--- config.mk ---
export PLATFORM = sky130hd
export DESIGN_NAME = irq_expander
export DESIGN_NICKNAME = d
export VERILOG_FILES = /design/src/rtl/irqx_pkg.sv /design/src/rtl/irqx_rst_sync.sv /design/src/rtl/irqx_src_sync.sv /design/src/rtl/irqx_status.sv /design/src/rtl/irqx_regs.sv /design/src/rtl/irq_expander.sv
export SDC_FILE = /design/constraint.sdc
export NUM_CORES = 1
export LEC_CHECK = 0
export BUFFER_PORTS_ARGS = -buffer_cell sky130_fd_sc_hd__buf_2
export CAP_MARGIN = 20
export CORE_MARGIN = 2
export CORE_UTILIZATION = 50
export CTS_BUF_LIST = sky130_fd_sc_hd__clkbuf_4
export DETAILED_ROUTE_END_ITERATION = 10
export GPL_TIMING_DRIVEN = 0
export PLACE_DENSITY = 0.69
export REMOVE_ABC_BUFFERS = 1
export SYNTH_ARGS = -nofsm -noshare
export SYNTH_HDL_FRONTEND = slang
export SYNTH_SLANG_ARGS = --single-unit
export TNS_END_PERCENT = 1
--- constraint.sdc ---
create_clock -name clk -period 5.4 [get_ports clk]
set_input_delay 1.08 -clock clk [delete_from_list [all_inputs] [get_ports clk]]
set_output_delay 1.08 -clock clk [all_outputs]
set_load 0.02 [all_outputs]
--- src/rtl/irqx_pkg.sv ---
package irqx_pkg;

  localparam logic [15:0] ID_WORD0 = 16'hAAAA;
  localparam logic [15:0] ID_WORD1 = 16'h5555;
  localparam logic [15:0] ID_WORD2 = 16'hCAFE;

  typedef enum logic [2:0] {
    RSEL_STATUS = 3'd0,
    RSEL_MASK   = 3'd1,
    RSEL_CLEAR  = 3'd2,
    RSEL_VER    = 3'd3,
    RSEL_ID0    = 3'd4,
    RSEL_ID1    = 3'd5,
    RSEL_ID2    = 3'd6,
    RSEL_NONE   = 3'd7
  } reg_sel_e;

  // Word index is the byte offset divided by two; odd offsets map nowhere.
  function automatic reg_sel_e decode_offset(input logic [3:0] off);
    reg_sel_e s;
    if (off[0]) begin
      s = RSEL_NONE;
    end else begin
      case (off[3:1])
        3'd0:    s = RSEL_STATUS;
        3'd1:    s = RSEL_MASK;
        3'd2:    s = RSEL_CLEAR;
        3'd3:    s = RSEL_VER;
        3'd4:    s = RSEL_ID0;
        3'd5:    s = RSEL_ID1;
        3'd6:    s = RSEL_ID2;
        default: s = RSEL_NONE;
      endcase
    end
    return s;
  endfunction

endpackage

--- src/rtl/irqx_rst_sync.sv ---
module irqx_rst_sync #(
  parameter int STAGES = 2
) (
  input  logic clk,
  input  logic rst_n,
  output logic rst_sync_n
);
  logic [STAGES-1:0] chain_q;
  logic [STAGES-1:0] chain_d;

  always_comb begin
    chain_d = {chain_q[STAGES-2:0], 1'b1};
  end

  always_ff @(posedge clk or negedge rst_n) begin
    if (!rst_n) chain_q <= '0;
    else        chain_q <= chain_d;
  end

  assign rst_sync_n = chain_q[STAGES-1];
endmodule

--- src/rtl/irqx_src_sync.sv ---
module irqx_src_sync #(
  parameter int N_SRC = 16
) (
  input  logic             clk,
  input  logic             rst_n,
  input  logic [N_SRC-1:0] src_i,
  output logic [N_SRC-1:0] rise_o
);
  for (genvar k = 0; k < N_SRC; k++) begin : g_line
    logic meta_q, sync_q, prev_q;
    logic meta_d, sync_d, prev_d;

    always_comb begin
      meta_d = src_i[k];
      sync_d = meta_q;
      prev_d = sync_q;
    end

    always_ff @(posedge clk or negedge rst_n) begin
      if (!rst_n) begin
        meta_q <= 1'b0;
        sync_q <= 1'b0;
        prev_q <= 1'b0;
      end else begin
        meta_q <= meta_d;
        sync_q <= sync_d;
        prev_q <= prev_d;
      end
    end

    assign rise_o[k] = sync_q & ~prev_q;
  end
endmodule

--- src/rtl/irqx_status.sv ---
module irqx_status #(
  parameter int N_SRC = 16
) (
  input  logic             clk,
  input  logic             rst_n,
  input  logic [N_SRC-1:0] rise_i,
  input  logic [N_SRC-1:0] clr_hold_i,
  output logic [N_SRC-1:0] status_o
);
  logic [N_SRC-1:0] status_q;
  logic [N_SRC-1:0] status_d;

  // A held clear bit dominates any edge arriving in the same cycle.
  always_comb begin
    status_d = (status_q | rise_i) & ~clr_hold_i;
  end

  always_ff @(posedge clk or negedge rst_n) begin
    if (!rst_n) status_q <= '0;
    else        status_q <= status_d;
  end

  assign status_o = status_q;
endmodule

--- src/rtl/irqx_regs.sv ---
module irqx_regs
  import irqx_pkg::*;
#(
  parameter int          DATA_W  = 16,
  parameter int          ADDR_W  = 4,
  parameter int          N_SRC   = 16,
  parameter logic [15:0] VERSION = 16'h0103
) (
  input  logic              clk,
  input  logic              rst_n,
  input  logic              bus_sel,
  input  logic              bus_wr,
  input  logic [ADDR_W-1:0] bus_addr,
  input  logic [DATA_W-1:0] bus_wdata,
  input  logic [N_SRC-1:0]  status_i,
  output logic [N_SRC-1:0]  mask_o,
  output logic [N_SRC-1:0]  clr_hold_o,
  output logic [DATA_W-1:0] bus_rdata
);
  localparam int PAD_W = DATA_W - N_SRC;

  reg_sel_e          sel;
  logic              wr_en, rd_en;
  logic              mask_en, clr_en;
  logic [N_SRC-1:0]  mask_q, mask_d;
  logic [N_SRC-1:0]  clr_q, clr_d;
  logic [DATA_W-1:0] rdata_q, rdata_d, rd_mux;

  always_comb begin
    sel     = decode_offset(bus_addr[3:0]);
    wr_en   = bus_sel & bus_wr;
    rd_en   = bus_sel & ~bus_wr;
    mask_en = wr_en & (sel == RSEL_MASK);
    clr_en  = wr_en & (sel == RSEL_CLEAR);
    mask_d  = bus_wdata[N_SRC-1:0];
    clr_d   = bus_wdata[N_SRC-1:0];
  end

  always_comb begin
    case (sel)
      RSEL_STATUS: rd_mux = {{PAD_W{1'b0}}, status_i};
      RSEL_MASK:   rd_mux = {{PAD_W{1'b0}}, mask_q};
      RSEL_VER:    rd_mux = VERSION;
      RSEL_ID0:    rd_mux = ID_WORD0;
      RSEL_ID1:    rd_mux = ID_WORD1;
      RSEL_ID2:    rd_mux = ID_WORD2;
      default:     rd_mux = '0;
    endcase
    rdata_d = rd_mux;
  end

  always_ff @(posedge clk or negedge rst_n) begin
    if (!rst_n)       mask_q <= '1;
    else if (mask_en) mask_q <= mask_d;
  end

  always_ff @(posedge clk or negedge rst_n) begin
    if (!rst_n)      clr_q <= '0;
    else if (clr_en) clr_q <= clr_d;
  end

  always_ff @(posedge clk or negedge rst_n) begin
    if (!rst_n)     rdata_q <= '0;
    else if (rd_en) rdata_q <= rdata_d;
  end

  assign mask_o     = mask_q;
  assign clr_hold_o = clr_q;
  assign bus_rdata  = rdata_q;
endmodule

--- src/rtl/irq_expander.sv ---
module irq_expander #(
  parameter int          DATA_W  = 16,
  parameter int          ADDR_W  = 4,
  parameter int          N_SRC   = 16,
  parameter logic [15:0] VERSION = 16'h0103
) (
  input  logic              clk,
  input  logic              rst_n,
  input  logic [N_SRC-1:0]  src_i,
  input  logic              bus_sel,
  input  logic              bus_wr,
  input  logic [ADDR_W-1:0] bus_addr,
  input  logic [DATA_W-1:0] bus_wdata,
  output logic [DATA_W-1:0] bus_rdata,
  output logic              irq_n
);
  logic             rst_sync_n;
  logic [N_SRC-1:0] rise;
  logic [N_SRC-1:0] status;
  logic [N_SRC-1:0] mask;
  logic [N_SRC-1:0] clr_hold;
  logic             pend_any;
  logic             irq_n_q, irq_n_d;

  irqx_rst_sync #(.STAGES(2)) u_rst (
    .clk        (clk),
    .rst_n      (rst_n),
    .rst_sync_n (rst_sync_n)
  );

  irqx_src_sync #(.N_SRC(N_SRC)) u_sync (
    .clk    (clk),
    .rst_n  (rst_sync_n),
    .src_i  (src_i),
    .rise_o (rise)
  );

  irqx_status #(.N_SRC(N_SRC)) u_stat (
    .clk        (clk),
    .rst_n      (rst_sync_n),
    .rise_i     (rise),
    .clr_hold_i (clr_hold),
    .status_o   (status)
  );

  irqx_regs #(
    .DATA_W  (DATA_W),
    .ADDR_W  (ADDR_W),
    .N_SRC   (N_SRC),
    .VERSION (VERSION)
  ) u_regs (
    .clk        (clk),
    .rst_n      (rst_sync_n),
    .bus_sel    (bus_sel),
    .bus_wr     (bus_wr),
    .bus_addr   (bus_addr),
    .bus_wdata  (bus_wdata),
    .status_i   (status),
    .mask_o     (mask),
    .clr_hold_o (clr_hold),
    .bus_rdata  (bus_rdata)
  );

  always_comb begin
    pend_any = |(status & ~mask);
    irq_n_d  = ~pend_any;
  end

  always_ff @(posedge clk or negedge rst_sync_n) begin
    if (!rst_sync_n) irq_n_q <= 1'b1;
    else             irq_n_q <= irq_n_d;
  end

  assign irq_n = irq_n_q;
endmodule

Word level (Yosys, flattened, before mapping)
Cells that the tools add are included.
{"block": "classes", "bitwise_logic": 43, "eq_ne": 12, "n_reduce_logical": 3, "n_mux": 3}
{"op": "$pmux W16 S6", "count": 1}
{"op": "$and A16 B16 Y16", "count": 2}
{"op": "$not A16 Y16", "count": 2}
{"op": "$pmux W3 S7", "count": 1}
{"op": "$and A1 B1 Y1", "count": 20}
{"op": "$eq A3 B3 Y1 const B", "count": 6}
{"op": "$not A1 Y1", "count": 18}
{"op": "$or A16 B16 Y16", "count": 1}
{"op": "$reduce_or A16 Y1", "count": 1}
{"op": "$eq A3 B2 Y1 const B", "count": 4}
{"op": "$eq A3 B1 Y1 const B", "count": 2}
{"op": "$logic_not A3 Y1", "count": 2}
{"op": "$mux W3", "count": 1}
{"block": "totals", "ff_bits": 115, "input_bits": 40}

Depth between registers and ports, before layout
Gate-level depths: netlist of run 1.
{"block": "logic_depth", "depth_word": 5, "depth_mapped": 5, "mapped_depth_nobuf": 4}

Modules after synthesis
Synthesis of run 1 repeated with hierarchy kept, for this count alone.
{"block": "unflattened", "hier_cells": 295, "hier_area_um2": 4414.2}
{"mod": "irqx_regs", "area_each_um2": 2214.6, "n_inst": 1, "seq_area_each_um2": 1221.2, "cells_per_inst": 174}
{"mod": "irqx_src_sync", "area_each_um2": 1421.4, "n_inst": 1, "seq_area_each_um2": 1201.2, "cells_per_inst": 64}
{"mod": "irqx_status", "area_each_um2": 560.5, "n_inst": 1, "seq_area_each_um2": 400.4, "cells_per_inst": 32}
{"mod": "irq_expander", "area_each_um2": 163.9, "n_inst": 1, "seq_area_each_um2": 26.3, "cells_per_inst": 22}
{"mod": "irqx_rst_sync", "area_each_um2": 53.8, "n_inst": 1, "seq_area_each_um2": 50.0, "cells_per_inst": 3}

Worst setup path after synthesis of run 1
No wires, ideal clock.
{"block": "synth_timing", "kind": "input port to flip-flop", "start": "input bus_addr[1]", "end": "register u_regs.mask_q[10], in the netlist u_regs.mask_o[10]", "cell_stages": 5, "setup_slack_ns": 3.285, "arrival_ns": 2.033, "cell_sequence": "buf_4 and2b_2 nand2_2 buf_6 mux2_4"}
{"block": "synth_via", "elab_chain_len": 5, "elab_cells_between_ends": 11}
{"item": "start: declaration", "line_no": "irq_expander.sv:12", "text": "input logic [ADDR_W-1:0] bus_addr,"}
{"item": "$eq A3 B3 Y1, or another cell as far along", "line_no": "irqx_pkg.sv:24", "text": "case (off[3:1])"}
{"item": "$pmux W3 S7 *", "line_no": "irqx_pkg.sv:24"}
{"item": "$mux W3 *", "line_no": "irqx_pkg.sv:21", "text": "if (off[0]) begin"}
{"item": "$eq A3 B1 Y1 *", "line_no": "irqx_regs.sv:33", "text": "mask_en = wr_en & (sel == RSEL_MASK);"}
{"item": "$and A1 B1 Y1 *", "line_no": "irqx_regs.sv:33"}
{"item": "end signal: assignment", "line_no": "irqx_regs.sv:54", "text": "else if (mask_en) mask_q <= mask_d;"}
{"item": "end: declaration", "line_no": "irqx_regs.sv:25", "text": "logic [N_SRC-1:0] mask_q, mask_d;"}
Every way passes the cells marked *; elsewhere a longest branch is shown, timed or not.
A chain may end at the register's enable or synchronous reset.

Worst setup path after layout of run 1
{"block": "layout_timing", "start": "register irq_n_q, in the netlist irq_n", "end": "output irq_n"}
{"item": "start: declaration", "line_no": "irq_expander.sv:23", "text": "logic irq_n_q, irq_n_d;"}
{"item": "start signal: assignment", "line_no": "irq_expander.sv:71", "text": "else irq_n_q <= irq_n_d;"}
{"item": "end: declaration", "line_no": "irq_expander.sv:15", "text": "output logic irq_n"}
No word-level cell between the ends.

==> results of run 1 <==
[per-stage QoR]
step	cell area, um2	total power, mW	worst slack [ps]	utilization
floorplan	4140	1.21	1990	-
global placement	4550	1.29	882	0.556
detailed placement	4580	1.31	2690	0.560
CTS	4840	1.88	3120	0.592
global route	4840	1.96	3070	0.592
finish	4840	1.87	3150	0.592
[sequential cells by signal, summed over array words and instances, names as in the netlist]
signal,flops
u_stat.status_o,16
irq_n,1
u_regs.bus_rdata,16
u_sync.g_line.meta_q,16
u_sync.g_line.prev_q,16
u_regs.mask_o,16
u_sync.g_line.prev_d,16
u_rst.chain_q,2
u_regs.clr_hold_o,16
[power breakdown]
part	switching (mW)	internal (mW)	total, mW
Combinational	0.120	0.110	0.230
Clock	0.304	0.276	0.580
Sequential	0.0670	0.989	1.06
[cell usage in the layout, fill, tap and decap left out, types with 2 or more instances in the layout]
master | netlist | routed
dfrtp_1 | 98 | 97
buf_2 | 4 | 56
a21oi_1 | 24 | 24
o21ai_0 | 19 | 19
clkbuf_4 | 0 | 19
inv_1 | 18 | 18
dfstp_2 | 17 | 17
nand2b_1 | 16 | 16
nand2_1 | 14 | 14
o22ai_1 | 12 | 12
mux2_2 | 12 | 12
a22o_1 | 10 | 10
mux2_1 | 10 | 10
mux2_4 | 10 | 10
nor2_1 | 8 | 8
clkinv_2 | 0 | 5
clkinv_1 | 1 | 4
nor2b_1 | 3 | 3
nand2b_4 | 2 | 2
nand2_2 | 2 | 2
nand3_1 | 2 | 2
o41ai_1 | 2 | 2
bufinv_16 | 0 | 2
clkinvlp_4 | 0 | 2
[metal layers]
metal	track usage	up-vias	wire length [um]
met5	0	-	0
met4	0.0964	0	121
met3	0.0664	10	407
met2	0.271	74	3700
met1	0.251	1250	3260
li1	-	1179	-
[worst max-delay path by stage]
stage,slack [ps],endpoint,cells after the start,start
3_3_place_gp,880,u_sync.g_line[14].prev_q,0,u_rst.chain_q[1]
6_report,3150,irq_n,1,irq_n
4_1_cts,3120,irq_n,1,irq_n
5_1_grt,3070,u_regs.bus_rdata[1],4,bus_wr
2_1_floorplan,1990,u_regs.bus_rdata[0],0,u_rst.chain_q[1]
3_5_place_dp,2690,u_regs.bus_rdata[1],4,bus_wr
[final cells by class]
| type | count | area, um2 |
|---|---|---|
| fillers | 689 | 3330 |
| multi-input cells | 157 | 1160 |
| flip-flops and latches | 115 | 2900 |
| inverters | 19 | 71.3 |
| clock inverters | 13 | 120 |
| well taps | 105 | 131 |
| repair buffers | 57 | 308 |
| clock buffers | 19 | 143 |
[logic make-up (layout without fill, tap and decap cells)]
kind of cell    Yosys count  in the layout  share of synthesized area
flops                   115            115                      0.692
other cells               1              1                   0.000895
simple gates             52             52                     0.0711
buf+inv                  28            108                     0.0299
compound gates           72             72                      0.111
mux                      32             32                     0.0950
==> flow_metrics.tcl, run 1 <==
set metrics [dict create \
    syn_inst 300 \
    die_x_um 95.5 \
    cts_setup_buffers 0 \
    worst_setup_path_start_kind "flop" \
    cts-resized-gates 0 \
    gp_congestion 0.813 \
    hold_viol 0 \
    finalWirelength_mm 7.50 \
    antennaDiodeCount 0 \
    netlist_area_um2 4190 \
    numCtsBuffers 17 \
    cts_max_path_buffers 2 \
    synthArstFlopShare 1.00 \
    cp_cell_sequence "buf_2" \
    hold_class "in -> async" \
    fin_tns_setup_ps 0 \
    synth_ff_type "dfrtp_1" \
    antenna_found_initial 0 \
    yosys-top-cells-area "dfrtp_1, dfstp_2, mux2_4" \
    max_stage_delay_ps 520 \
    clk_pin_slew_ps 100 \
    finalNonFillerCells 485 \
    required_ps 4320 \
    netlist_top_cells_count "dfrtp_1, a21oi_1, o21ai_0" \
    vdd_drop_max_uv 193 \
    relSlewSlack 0.429 \
    timing.reg2reg.setup_slack_ps 4210 \
    r2r_end "irq_n" \
    reg2reg_depth 3 \
    tightest_slew_ps 856 \
    ys_seq_area_frac 0.692 \
    synth_edf_count 0 \
    vias 2513 \
    clkSinkCount 115 \
    areaGrowthSynthToFinish_pct 15.6 \
    finalCritPeriodShare 0.416 \
    dieArea_um2 9130 \
    worstPathMaxFanout 1 \
    slowest_stage "dfstp_2" \
    drc 0 \
    synth-seq-cells 115 \
    holdBufCountCts 0 \
    r2r_start "u_regs.mask_o[9]" \
    hold-worst-slack_ps 337 \
    placed_cells_incl_taps 453 \
    synth.distinct_cells 35 \
    pwr_density_cell_nw_per_um2 385 \
    cts_tree "done" \
    grt_max_degree 71 \
    slew_violations 0 \
    io_pins 57 \
    chipHeight_um 95.5 \
    grt_usage 0.187 \
    syn_area_per_cell_um2 14.0 \
    synth-warning-count 0 \
    synth_top_area_cell "dfrtp_1" \
    drtAntennaViolNets 0 \
    viasPerCell 5.18 \
    clkLatencyLatePin_ps 500 \
    finalSetupViolCount 0 \
    finish.net_count 407 \
    layout_min_cycle_time_ps 2250 \
    path_class "reg -> out" \
    cp_top_family "flip-flops" \
    fmax_mhz 445 \
    htree_num_levels 4 \
    max_cap_violations 0 \
    grt_pass1_vias 2487 \
    skew_ps 13.5 \
    cts-root-buf "clkbuf_4" \
    status "completed" \
    end_kind "output port" \
    crit_buf_inv 1 \
    core_area_um2 8180 \
    synth_top_area_frac 0.585 \
    grt_overflow 0 \
    grt_pass1_wl_mm 12.3 \
    drive_gt1_frac 0.355 \
    rsz0062_at_grt "no" \
    leakagePower_nw 2.31 \
    yosys.cell_count.top_type "dfrtp_1" \
    drtPass1Iterations 4 \
    dpl.hpwl_mm 5.01 \
    drt_iter0_markers 200 \
    wl_per_cell_um 15.5 \
    crit_arrival_ps 1170 \
    start_util 0.512 \
    num_rows 33 \
    port_buffers 56 \
]
Note: power is estimated with default switching activity, not from simulation.
==> inputs of run 2 (changes only) <==
==> constraint.sdc (replaced) <==
create_clock -name clk -period 2.1 [get_ports clk]
set_input_delay 0.42 -clock clk [delete_from_list [all_inputs] [get_ports clk]]
set_output_delay 0.42 -clock clk [all_outputs]
set_load 0.02 [all_outputs]
==> run 2 against run 1 <==
  * Setup slack lost 2600 ps
  * Final area up 3.5%
  * Hold slack worse by 190 ps
  * Highest routed layer unchanged
  * Non-clock buffer count rose by 17
  * Global-route usage increased by 0.19 points
  * Largest cell class unchanged
==> flow_metrics.tcl, run 2 (synthesis gave the netlist of run 1 again) <==
set metrics [dict create \
    leakagePower_nw 2.38 \
    io_pins 57 \
    cts_tree "done" \
    pwr_density_cell_nw_per_um2 962 \
    finalNonFillerCells 502 \
    drc 0 \
    drt_iter0_markers 232 \
    max_cap_violations 0 \
    worst_setup_path_start_kind "flop" \
    cp_cell_sequence "buf_2" \
    fin_tns_setup_ps 0 \
    final_cell_area_um2 5010 \
    die_x_um 95.5 \
    skew_ps 14.2 \
    finalWirelength_mm 7.67 \
    port_buffers 56 \
    chipHeight_um 95.5 \
    hold_class "in -> reg" \
    multi_input_area_um2 1160 \
    drive_gt1_frac 0.340 \
    relSlewSlack 0.406 \
    busiest_layer "met2" \
    cts-root-buf "clkbuf_4" \
    htree_num_levels 4 \
    antenna_found_initial 0 \
    viasPerCell 5.17 \
    crit_buf_inv 1 \
    core_area_um2 8180 \
    n_fill_cell 674 \
    rsz0062_at_grt "no" \
    utilization 0.613 \
    path_class "reg -> out" \
    mostFrequentLayoutCells "dfrtp_1, buf_2, a21oi_1" \
    grt_overflow 0 \
    vdd_drop_max_uv 505 \
    grt_pass1_vias 2547 \
    placed_cells_incl_taps 453 \
    vias 2594 \
    areaGrowthSynthToFinish_pct 19.6 \
    clkLatencyLatePin_ps 500 \
    antennaDiodeCount 0 \
    finalCritPeriodShare 0.753 \
    end_kind "output port" \
    slew_violations 0 \
    use_met3 0.0664 \
    tightest_slew_ps 892 \
    hold-worst-slack_ps 146 \
    clkSinkCount 115 \
    grt_pass1_wl_mm 12.4 \
    numCtsBuffers 17 \
    cts-resized-gates 0 \
    wl_per_cell_um 15.3 \
    hold_viol 0 \
    drtPass1Iterations 8 \
    start_util 0.512 \
    grt_usage 0.189 \
    finish.net_count 424 \
    required_ps 1680 \
    layout_min_cycle_time_ps 1580 \
    place_area_um2 4580 \
    grt_max_degree 71 \
    use_met2 0.277 \
    gp_congestion 0.813 \
    status "completed" \
    max_stage_delay_ps 520 \
    finalSetupViolCount 0 \
    seq_area_um2 2900 \
    cp_top_family "flip-flops" \
    slowest_stage "dfstp_2" \
    drtAntennaViolNets 0 \
    final_common_cell "dfrtp_1" \
    crit_arrival_ps 1160 \
    clk_pin_slew_ps 100 \
    num_rows 33 \
    dpl.hpwl_mm 5.01 \
    dieArea_um2 9130 \
    worstPathMaxFanout 1 \
    fmax_mhz 632 \
    use_met1 0.252 \
    cts_max_path_buffers 2 \
]
[run 2: through the flow]
| stage | setup slack (ps) | total power [mW] |
|---|---|---|
| final | 518 | 4.82 |
| after global routing | 428 | 5.08 |
| after CTS | 482 | 4.87 |
| after detailed placement | 45.0 | 3.36 |
| after global placement | -2420 | 3.32 |
| after floorplan | -1310 | 3.12 |
[run 2: worst paths after layout]
kind / start / end / slack (ps) / cells after the start
max reg2reg: u_regs.mask_o[9] / irq_n / 910 / 3
min reg2reg: u_rst.chain_q[1] / u_sync.g_line[4].meta_q / 340 / 0
min: bus_wdata[6] / u_regs.clr_hold_o[6] / 150 / 2
min in group asynchronous: rst_n / u_rst.chain_q[1] / 210 / 2
max in group asynchronous: u_rst.chain_q[1] / u_regs.mask_o[9] / 970 / 1
max: irq_n / irq_n / 520 / 1
[run 2: where the power goes]
part           switching (mW)  internal [mW]  total [mW]
logic                   0.311          0.303       0.614
registers               0.174           2.54        2.72
clock network           0.778          0.711        1.49
total                    1.26           3.56        4.82
[run 2: metal layers]
| metal | vias up | wire [um] |
|---|---|---|
| li1 | 1217 | - |
| met1 | 1279 | 3370 |
| met2 | 82 | 3700 |
| met3 | 16 | 419 |
| met4 | 0 | 185 |
| met5 | - | 0 |
[run 2: repair_timing]
item                      in CTS  in global routing
hold endpoints to repair      16                  2
buffers inserted               0                  0
hold buffers                  15                  2
[run 2: final cells by class]
class | count | share of cell area
Clock inverter | 13 | 0.0240
Multi-Input combinational cell | 157 | 0.232
Clock buffer | 19 | 0.0285
Inverter | 19 | 0.0142
Tap cell | 105 | 0.0262
Timing Repair Buffer | 74 | 0.0954
Sequential cell | 115 | 0.579
